[config.mk]
export PLATFORM = sky130hd
export DESIGN_NAME = sd_evt_status
export DESIGN_NICKNAME = d
export VERILOG_FILES = /design/src/rtl/sd_evt_pkg.sv /design/src/rtl/sd_sync2.sv /design/src/rtl/sd_cd_filter.sv /design/src/rtl/sd_evt_bank.sv /design/src/rtl/sd_evt_status.sv
export SDC_FILE = /design/constraint.sdc
export NUM_CORES = 1
export LEC_CHECK = 0
export BUFFER_PORTS_ARGS = -buffer_cell sky130_fd_sc_hd__buf_2
export CAP_MARGIN = 20
export CORE_UTILIZATION = 41
export CTS_BUF_LIST = sky130_fd_sc_hd__clkbuf_2
export CTS_CLUSTER_DIAMETER = 60
export DETAILED_ROUTE_END_ITERATION = 16
export PLACE_DENSITY = 0.78
export SLEW_MARGIN = 20
export SYNTH_ARGS = -nofsm -noshare
export SYNTH_HDL_FRONTEND = slang
export SYNTH_SLANG_ARGS = --single-unit
[constraint.sdc]
create_clock -name clk_i -period 1.15 [get_ports clk_i]
set_input_delay 0.1725 -clock clk_i [delete_from_list [all_inputs] [get_ports clk_i]]
set_output_delay 0.1725 -clock clk_i [all_outputs]
set_load 0.01 [all_outputs]
[src/rtl/sd_evt_pkg.sv]
package sd_evt_pkg;
  localparam int EVT_W   = 11;
  localparam int EXT_W   = 10;
  localparam int CHG_BIT = 10;
  localparam int CD_BIT  = 11;
  localparam int WP_BIT  = 12;

  typedef enum logic [1:0] {
    A_STAT = 2'd0,
    A_MASK = 2'd1,
    A_CLR  = 2'd2,
    A_NONE = 2'd3
  } reg_addr_e;
endpackage

[src/rtl/sd_sync2.sv]
module sd_sync2 (
  input  logic clk_i,
  input  logic rst_ni,
  input  logic d_i,
  output logic q_o
);
  logic s1_q, s2_q;

  always_ff @(posedge clk_i or negedge rst_ni) begin
    if (!rst_ni) begin
      s1_q <= 1'b0;
      s2_q <= 1'b0;
    end else begin
      s1_q <= d_i;
      s2_q <= s1_q;
    end
  end

  assign q_o = s2_q;
endmodule

[src/rtl/sd_cd_filter.sv]
module sd_cd_filter #(
  parameter int FILT_CYC = 2
) (
  input  logic clk_i,
  input  logic rst_ni,
  input  logic raw_i,
  output logic lvl_o,
  output logic chg_o
);
  localparam int CW = $clog2(FILT_CYC + 1);

  logic          sync;
  logic          lvl_q;
  logic [CW-1:0] cnt_q;

  sd_sync2 u_sync (.clk_i(clk_i), .rst_ni(rst_ni), .d_i(raw_i), .q_o(sync));

  // level accepted only after FILT_CYC consecutive differing samples
  assign chg_o = (sync != lvl_q) && (cnt_q == CW'(FILT_CYC - 1));

  always_ff @(posedge clk_i or negedge rst_ni) begin
    if (!rst_ni) begin
      lvl_q <= 1'b0;
      cnt_q <= '0;
    end else if (sync == lvl_q) begin
      cnt_q <= '0;
    end else if (chg_o) begin
      lvl_q <= sync;
      cnt_q <= '0;
    end else begin
      cnt_q <= cnt_q + 1'b1;
    end
  end

  assign lvl_o = lvl_q;

  assert_chg_flips_R7: assert property (@(posedge clk_i) disable iff (!rst_ni)
    chg_o |=> (lvl_q != $past(lvl_q)));
  assert_lvl_hold_R8: assert property (@(posedge clk_i) disable iff (!rst_ni)
    !chg_o |=> $stable(lvl_q));
  assert_chg_needs_diff_R8: assert property (@(posedge clk_i) disable iff (!rst_ni)
    chg_o |-> (sync != lvl_q));
endmodule

[src/rtl/sd_evt_bank.sv]
module sd_evt_bank #(
  parameter int W = 11
) (
  input  logic         clk_i,
  input  logic         rst_ni,
  input  logic [W-1:0] set_i,
  input  logic [W-1:0] clr_i,
  output logic [W-1:0] st_o
);
  logic [W-1:0] st_q;

  for (genvar i = 0; i < W; i++) begin : g_bit
    always_ff @(posedge clk_i or negedge rst_ni) begin
      if (!rst_ni)       st_q[i] <= 1'b0;
      else if (set_i[i]) st_q[i] <= 1'b1;   // set wins over clear
      else if (clr_i[i]) st_q[i] <= 1'b0;
    end

    assert_sticky_R2: assert property (@(posedge clk_i) disable iff (!rst_ni)
      (st_q[i] && !clr_i[i]) |=> st_q[i]);
    assert_set_wins_R4: assert property (@(posedge clk_i) disable iff (!rst_ni)
      set_i[i] |=> st_q[i]);
    assert_clear_R3: assert property (@(posedge clk_i) disable iff (!rst_ni)
      (clr_i[i] && !set_i[i]) |=> !st_q[i]);
  end

  assign st_o = st_q;
endmodule

[src/rtl/sd_evt_status.sv]
module sd_evt_status
  import sd_evt_pkg::*;
#(
  parameter int DATA_W   = 32,
  parameter int FILT_CYC = 2
) (
  input  logic              clk_i,
  input  logic              rst_ni,
  input  logic              wr_en_i,
  input  logic [1:0]        addr_i,
  input  logic [DATA_W-1:0] wdata_i,
  output logic [DATA_W-1:0] rdata_o,
  input  logic [EXT_W-1:0]  evt_i,
  input  logic              card_det_i,
  input  logic              wp_i,
  output logic              irq_o
);
  localparam int PAD = DATA_W - WP_BIT - 1;

  logic [EVT_W-1:0] mask_q, st, set_v, clr_v;
  logic             cd_lvl, cd_chg, wp_lvl;
  logic             wr_stat, wr_mask, wr_clr;

  assign wr_stat = wr_en_i && (addr_i == A_STAT);
  assign wr_mask = wr_en_i && (addr_i == A_MASK);
  assign wr_clr  = wr_en_i && (addr_i == A_CLR);

  sd_cd_filter #(.FILT_CYC(FILT_CYC)) u_cd (
    .clk_i(clk_i), .rst_ni(rst_ni), .raw_i(card_det_i),
    .lvl_o(cd_lvl), .chg_o(cd_chg)
  );

  sd_sync2 u_wp (.clk_i(clk_i), .rst_ni(rst_ni), .d_i(wp_i), .q_o(wp_lvl));

  assign set_v = {cd_chg, evt_i};
  assign clr_v = wr_clr ? wdata_i[EVT_W-1:0] : '0;

  sd_evt_bank #(.W(EVT_W)) u_bank (
    .clk_i(clk_i), .rst_ni(rst_ni), .set_i(set_v), .clr_i(clr_v), .st_o(st)
  );

  always_ff @(posedge clk_i or negedge rst_ni) begin
    if (!rst_ni)      mask_q <= '0;
    else if (wr_mask) mask_q <= wdata_i[EVT_W-1:0];
  end

  assign irq_o = |(st & mask_q);

  always_comb begin
    unique case (addr_i)
      A_STAT:  rdata_o = {{PAD{1'b0}}, wp_lvl, cd_lvl, st};
      A_MASK:  rdata_o = {{(DATA_W-EVT_W){1'b0}}, mask_q};
      default: rdata_o = '0;
    endcase
  end

  assert_mask_off_R5: assert property (@(posedge clk_i) disable iff (!rst_ni)
    (mask_q == '0) |-> !irq_o);
  assert_stat_wr_ignored_R10: assert property (@(posedge clk_i) disable iff (!rst_ni)
    (wr_stat && set_v == '0) |=> $stable(st));
  assert_mask_hold_R6: assert property (@(posedge clk_i) disable iff (!rst_ni)
    !wr_mask |=> $stable(mask_q));
endmodule

# [Yosys cells after proc, flatten, opt, wreduce, memory -nomap -nowiden]
# Index checks and enable logic that the tools add are counted.
[word_totals] ff_bits=29 output_inout_bits=33 wordCells=69
[classes] addsub=1 n_eq_ne=5 muxes=26 bitwise_logic=2 reduce_logical=17
[op_table] op="$pmux 13 s2" n=1
[op_table] op="$mux 1" n=22
[op_table] op="$reduce_bool 2->1" n=11
[op_table] op="$and 11x11->11" n=1
[op_table] op="$mux 11" n=1
[op_table] op="$reduce_or 11->1" n=1
[op_table] op="$eq 2x1->1 const B" n=2
[op_table] op="$mux 2" n=2
[op_table] op="$logic_and 1x1->1" n=3
[op_table] op="$add 2x1->2 const B" n=1
[op_table] op="$eq 2x2->1 const B" n=1
[op_table] op="$logic_not 2->1" n=1
[op_table] op="$reduce_and 2->1" n=1
[op_table] op="$eq 1x1->1" n=1
[op_table] op="$ne 1x1->1" n=1
[op_table] op="$not 1->1" n=1

# [Longest topological paths before layout]
# Gate-level depths: netlist (run 1).
[depth] ltp_word=5 mapped_depth=6 ltp_nobuf=4

# [Hierarchy]
# From an unflattened synthesis (run 1), not the netlist that was laid out.
[unflattened] hier_cells=137 area_unflattened_um2=1564.0
[modules_own_cells] mod="sd_evt_status" instances=1 cells_per_inst=91 area_each_um2=934.6
[modules_own_cells] mod="sd_evt_bank" instances=1 cells_per_inst=33 area_each_um2=399.1
[modules_own_cells] mod="sd_cd_filter" instances=1 cells_per_inst=9 area_each_um2=130.1
[modules_own_cells] mod="sd_sync2" instances=2 cells_per_inst=2 area_each_um2=50.0

# [Worst setup path after synthesis (run 1)]
# OpenSTA, ideal clock, no wires.
[synth_path] kind="flip-flop to output port" from="register u_bank.st_q[2], in the netlist u_bank.st_o[2]" to="output port irq_o" arrival_time_ps=1012 required_ps=978 slack_ps=-34 stages_incl_launch_ff=5 n_path_buf=0 cell_sequence="dfrtp_1 > a22o_1 > a221oi_1 > and3_1 > nand2_1"
[synth_via] elab_chain_len=2
[synth_lines] element="from (decl)" line="sd_evt_bank.sv:10" rtl="logic [W-1:0] st_q;"
[synth_lines] element="from (signal, indexed assignment)" line="sd_evt_bank.sv:14" rtl="if (!rst_ni) st_q[i] <= 1'b0;"
[synth_lines] element="from (signal, indexed assignment)" line="sd_evt_bank.sv:15" rtl="else if (set_i[i]) st_q[i] <= 1'b1;"
[synth_lines] element="from (signal, indexed assignment)" line="sd_evt_bank.sv:16" rtl="else if (clr_i[i]) st_q[i] <= 1'b0;"
[synth_lines] element="$and 11x11->11" line="sd_evt_status.sv:47" rtl="assign irq_o = |(st & mask_q);"
[synth_lines] element="$reduce_or 11->1" line="sd_evt_status.sv:47"
[synth_lines] element="to (decl)" line="sd_evt_status.sv:16" rtl="output logic irq_o"
# No other way between the ends.

# [Worst setup path in the final report (run 1)]
# Ends and elaborated chain as after synthesis.

==> impl_metrics.tcl, run 1 <==
set metrics [dict create \
    outcome "finished with violations" \
    violations "setup timing" \
    yosysMostFrequentCell "dfrtp_1" \
    synth_edf_count 0 \
    drc_errors 0 \
    syn_inst 127 \
    die-area_um2 3790 \
    grt.total_usage 0.167 \
    hp-class "primary input to register" \
    worstReg2RegStart "u_cd.cnt_q[1]" \
    power_density_nw_per_um2 1240 \
    r2r-end "u_cd.lvl_o" \
    gp_congestion 0.718 \
    rrSetupSlack_ps 120 \
    holdWs_ps 33.7 \
    crit_end "irq_o" \
    synth_top_area_frac 0.498 \
    power_leakage_uw 0.000964 \
    worstPathRequired_ps 980 \
    max_cap_violations 0 \
    crit_start "u_bank.st_o[2]" \
    finalSetupViolCount 14 \
    clock.fmax_ghz 0.581 \
    cp-end-kind "output pin" \
    dpl.cell_count 223 \
    cts_buffer_depth 2 \
    portBuffers 41 \
    ys_seq_area_frac 0.498 \
    synth-seq-cells 29 \
    ys_warn_count 0 \
    final_max_slew_viol_count 0 \
    finalPower_uw 2400 \
    start_kind "register" \
    worstPathMaxFanout 2 \
    cts.sinks 29 \
    root_buffer "clkbuf_2" \
    wl_per_cell_um 11.7 \
    drive_gt1_frac 0.418 \
    fp-row-count 21 \
    period_share 1.50 \
    crit_arrival_ps 1550 \
    grt_pass1_vias 1036 \
    synthTopCellsByArea "dfrtp_1 50%, buf_4 10%, mux2_2 9.3%" \
    grt_max_degree 30 \
    start_util 0.433 \
    area_growth_pct 33.4 \
    nNetsFinal 249 \
    wl_um 2890 \
    crit_type "register to output pin" \
    synthTopCellsByCount "29 x dfrtp_1, 20 x buf_4, 14 x nand2_1" \
    clk_latency_ps 340 \
    hpwl_um 2070 \
    vias_per_cell 4.44 \
    finalHoldViolations 0 \
    antenna_found_initial 0 \
    coreArea_um2 3360 \
    layoutNonFillerInstCount 247 \
    first_pass_iters 4 \
    vias 1096 \
    clk_pin_slew_ps 130 \
    tns_ps -2540 \
    synth_cell_type_count 22 \
    htree_levels 2 \
    overflow 0 \
    vdd_ir_drop_max_v 0.00100 \
    detail-route-antenna-nets 0 \
    synthFlopType "dfrtp_1" \
    skew_ps 17.6 \
    r2r_cells 2 \
    die_x_um 61.6 \
    n_fill_cell 312 \
    synthArstFlopShare 1.00 \
    rsz0062_at_grt "true" \
    syn_area_per_cell_um2 11.5 \
    diodes 0 \
    synth_area_leader_cell "dfrtp_1" \
    die_h_um 61.6 \
    first_iter_violations 9 \
    layout_setup_ws_ps -572 \
    fin_crit_ps 1720 \
    grt_pass1_wl_um 4470 \
    syn_area_um2 1460 \
    cts_buffers 5 \
    pre_cts_ws_ps -238 \
    cts_tree "yes" \
    io_pins 82 \
]
-- cells in the final DEF, fill, tap and decap left out --
master         count
nand2_1           14
dlygate4sd3_1     11
xnor2_1            1
and3_1             1
buf_4             12
a222oi_1           1
a22o_1             1
and2_1             1
clkbuf_2           5
and3b_2            1
buf_2             41
dfrtp_1           29
mux2i_1           11
clkinv_1           2
clkinv_2           1
nand2b_1           1
a21o_1            10
buf_6              8
nand3b_4           1
conb_1            19
nor2b_1            1
mux2_2            12
nor2_1            12
a22oi_1            2
nor3b_2            2
a221oi_2           1
-- repair_timing --
action | 4_1_cts | 5_1_grt
endpoints found under the setup margin | 14 | 14
hold endpoints to repair | 39 | 0
gates cloned | 0 | 0
gates resized for setup | 11 | 1
pin swaps | 4 | 5
buffers inserted | 5 | 3
hold buffers | 11 | 0
-- through the flow --
step / cell area (µm²) / util
floorplan: 1520 / -
global route: 1940 / 0.578
global placement: 1710 / 0.509
finish: 1940 / 0.578
detailed placement: 1710 / 0.509
CTS: 1930 / 0.573
-- worst min-delay path by stage --
| stage | to | cells after the start | from | slack [ps] |
|---|---|---|---|---|
| 2_1_floorplan | mask_q[0] | 0 | rst_ni | -120 |
| 3_3_place_gp | u_cd.u_sync.s1_q | 2 | rst_ni | 190 |
| 3_5_place_dp | u_cd.u_sync.s1_q | 2 | rst_ni | 190 |
| 4_1_cts | u_bank.st_o[3] | 2 | evt_i[3] | 5 |
| 5_1_grt | u_bank.st_o[2] | 2 | evt_i[2] | 5 |
| 6_report | u_bank.st_o[2] | 2 | evt_i[2] | 30 |
-- flip-flops by register name (all words and copies together) (netlist names) --
name	count
mask_q	11
u_cd.u_sync.q_o	1
u_wp.q_o	1
u_cd.lvl_o	1
u_wp.s1_q	1
u_cd.cnt_q	2
u_cd.u_sync.s1_q	1
u_bank.st_o	11
-- worst max-delay path: stages, from the launching register on --
cell and delay [ps]:
dfrtp_1 400, a22o_1 260, a221oi_2 160, and3_1 200, nand2_1 50, buf_2 150
-- metal layers --
layer	GRT usage	wire, µm
met5	0	0
met1	0.208	1260
met3	0.0399	137
met4	0.0476	27
met2	0.289	1460
-- power by group --
part	switching [µW]	internal (µW)
logic	285	392
registers	104	1160
clock network	324	133
-- cell families (layout without fill, tap and decap cells) --
| family | count (synthesis) | in the layout | synth area share |
|---|---|---|---|
| XOR/XNOR | 1 | 1 | 0.00601 |
| AO/OA/AOI/OAI | 15 | 15 | 0.0808 |
| other | 1 | 19 | 0.00257 |
| flip-flops | 29 | 29 | 0.498 |
| multiplexers | 23 | 23 | 0.168 |
| buffers and inverters | 24 | 80 | 0.129 |
| AND/OR/NAND/NOR | 34 | 34 | 0.115 |
-- layout make-up --
cell class	count	area, µm²	share of cell area
tap	46	57.6	0.0296
sequential	29	726	0.373
clock inverter	3	12.5	0.00644
multi-input combinational	92	627	0.323
clock buffer	5	25.0	0.0129
timing repair buffer	72	495	0.255
Power figures use the tool's default switching activity.
==> inputs of run 2 (changes only) <==
- CORE_UTILIZATION: 41 -> 30
- PLACE_DENSITY: 0.78 -> default
==> run 2 against run 1 <==
Against the previous run:
- critical path depth unchanged
- the flow still finishes with violations (setup timing)
- clock power up 2%
- utilization down 13 points
- clock skew down 2.7 ps
- via count up 2.6%
- worst setup slack worse by 29 ps
- routed wire length up 8.4%
- hold slack better by 10 ps
==> impl_metrics.tcl, run 2 (synthesis results as in run 1) <==
set metrics [dict create \
    outcome "finished with violations" \
    violations "setup timing" \
    crit_arrival_ps 1580 \
    max_cap_violations 0 \
    start_kind "register" \
    diodes 0 \
    gp_congestion 0.706 \
    finalHoldViolations 0 \
    root_buffer "clkbuf_2" \
    die_h_um 71.7 \
    clk_pin_slew_ps 150 \
    layout_common_cells "41 x buf_2, 29 x dfrtp_1, 19 x conb_1" \
    layout_setup_ws_ps -601 \
    cts.sinks 29 \
    drive_gt1_frac 0.435 \
    period_share 1.52 \
    fin_crit_ps 1750 \
    htree_levels 2 \
    layout_commonest_cell "buf_2" \
    cts_buffer_depth 2 \
    crit_type "register to output pin" \
    die-area_um2 5140 \
    cts_buffers 5 \
    cp_top_family "compound AO/OA/AOI/OAI gates" \
    fp-row-count 24 \
    first_iter_violations 23 \
    finalInstanceArea_um2 2040 \
    postLayoutCoreUtil 0.452 \
    vias_per_cell 4.34 \
    path_cells "a22o_1 > a221oi_2 > and3_1 > nand2_1 > buf_2" \
    coreArea_um2 4500 \
    worstPathRequired_ps 980 \
    skew_ps 14.9 \
    grt_pass1_vias 1089 \
    clk_latency_ps 350 \
    nNetsFinal 255 \
    layoutNonFillerInstCount 259 \
    slowest_stage "dfrtp_1" \
    vdd_ir_drop_max_v 0.000759 \
    grt_max_degree 30 \
    io_pins 82 \
    area_growth_pct 39.8 \
    power_density_nw_per_um2 1230 \
    start_util 0.323 \
    finalSetupViolCount 14 \
    antenna_found_initial 0 \
    rrSetupSlack_ps 60 \
    path_buf_inv 1 \
    post_dp_cell_area_um2 1770 \
    die_x_um 71.7 \
    grt.total_usage 0.129 \
    hpwl_um 2220 \
    final_max_slew_viol_count 0 \
    portBuffers 41 \
    drc_errors 0 \
    worstPathMaxFanout 2 \
    cp-end-kind "output pin" \
    grt_pass1_wl_um 5000 \
    overflow 0 \
    tns_ps -3070 \
    dpl.cell_count 234 \
    vias 1124 \
    wl_per_cell_um 12.1 \
    rsz0062_at_grt "true" \
    hp-class "primary input to register" \
    detail-route-antenna-nets 0 \
    wl_um 3130 \
    first_pass_iters 4 \
    clock.fmax_ghz 0.571 \
    power_leakage_uw 0.00101 \
    cts_tree "yes" \
    slowest_delay_ps 400 \
]
run 2: cell types whose count changed in the layout (fill, tap and decap cells not counted), sizes merged:
| cell | delta |
|---|---|
| dlygate4sd3 | +2 |
| buf | +4 |
run 2: final timing paths:
| kind | cells after the start | to | startpoint |
|---|---|---|---|
| worst min register to register | 0 | u_cd.u_sync.q_o | u_cd.u_sync.s1_q |
| worst max register to register | 5 | u_cd.cnt_q[1] | u_cd.lvl_o |
| worst max-delay path | 5 | irq_o | mask_q[2] |
| worst min-delay path | 2 | mask_q[4] | wdata_i[4] |
| max in group asynchronous | 3 | mask_q[2] | rst_ni |
| min in group asynchronous | 3 | mask_q[8] | rst_ni |
run 2: routing by layer:
metal | vias to the layer above | track usage | part of all wire
li1 | 550 | - | -
met1 | 517 | 0.161 | 0.43
met2 | 48 | 0.219 | 0.48
met3 | 9 | 0.0394 | 0.057
met4 | 0 | 0.0327 | 0.025
met5 | - | 0 | 0
run 2: layout make-up:
cell class	instances	area, µm²
timing repair buffer	78	569
sequential	29	726
clock buffer	5	25.0
clock inverter	3	12.5
multi-input combinational	92	638
tap	52	65.1
fill	417	2470
run 2: per-stage QoR:
step                      setup WS, ps  power (µW)  hold WS (ps)
after floorplan                  -34.2        1660          -123
after global placement            -308        1880           128
after detailed placement          -347        1900           134
after CTS                         -639        2450          3.18
after global routing              -708        2670          23.0
final                             -601        2510          43.8
run 2: timing repair:
action | in CTS | in global routing
pin swaps | 6 | 7
hold buffers | 11 | 2
resized for setup | 11 | 8
hold endpoints to repair | 39 | 2
setup buffers | 2 | 6
setup endpoints to repair | 14 | 14
run 2: report_power, final:
part	internal [µW]	switching, µW
clock network	133	334
registers	1160	98.8
logic	463	319
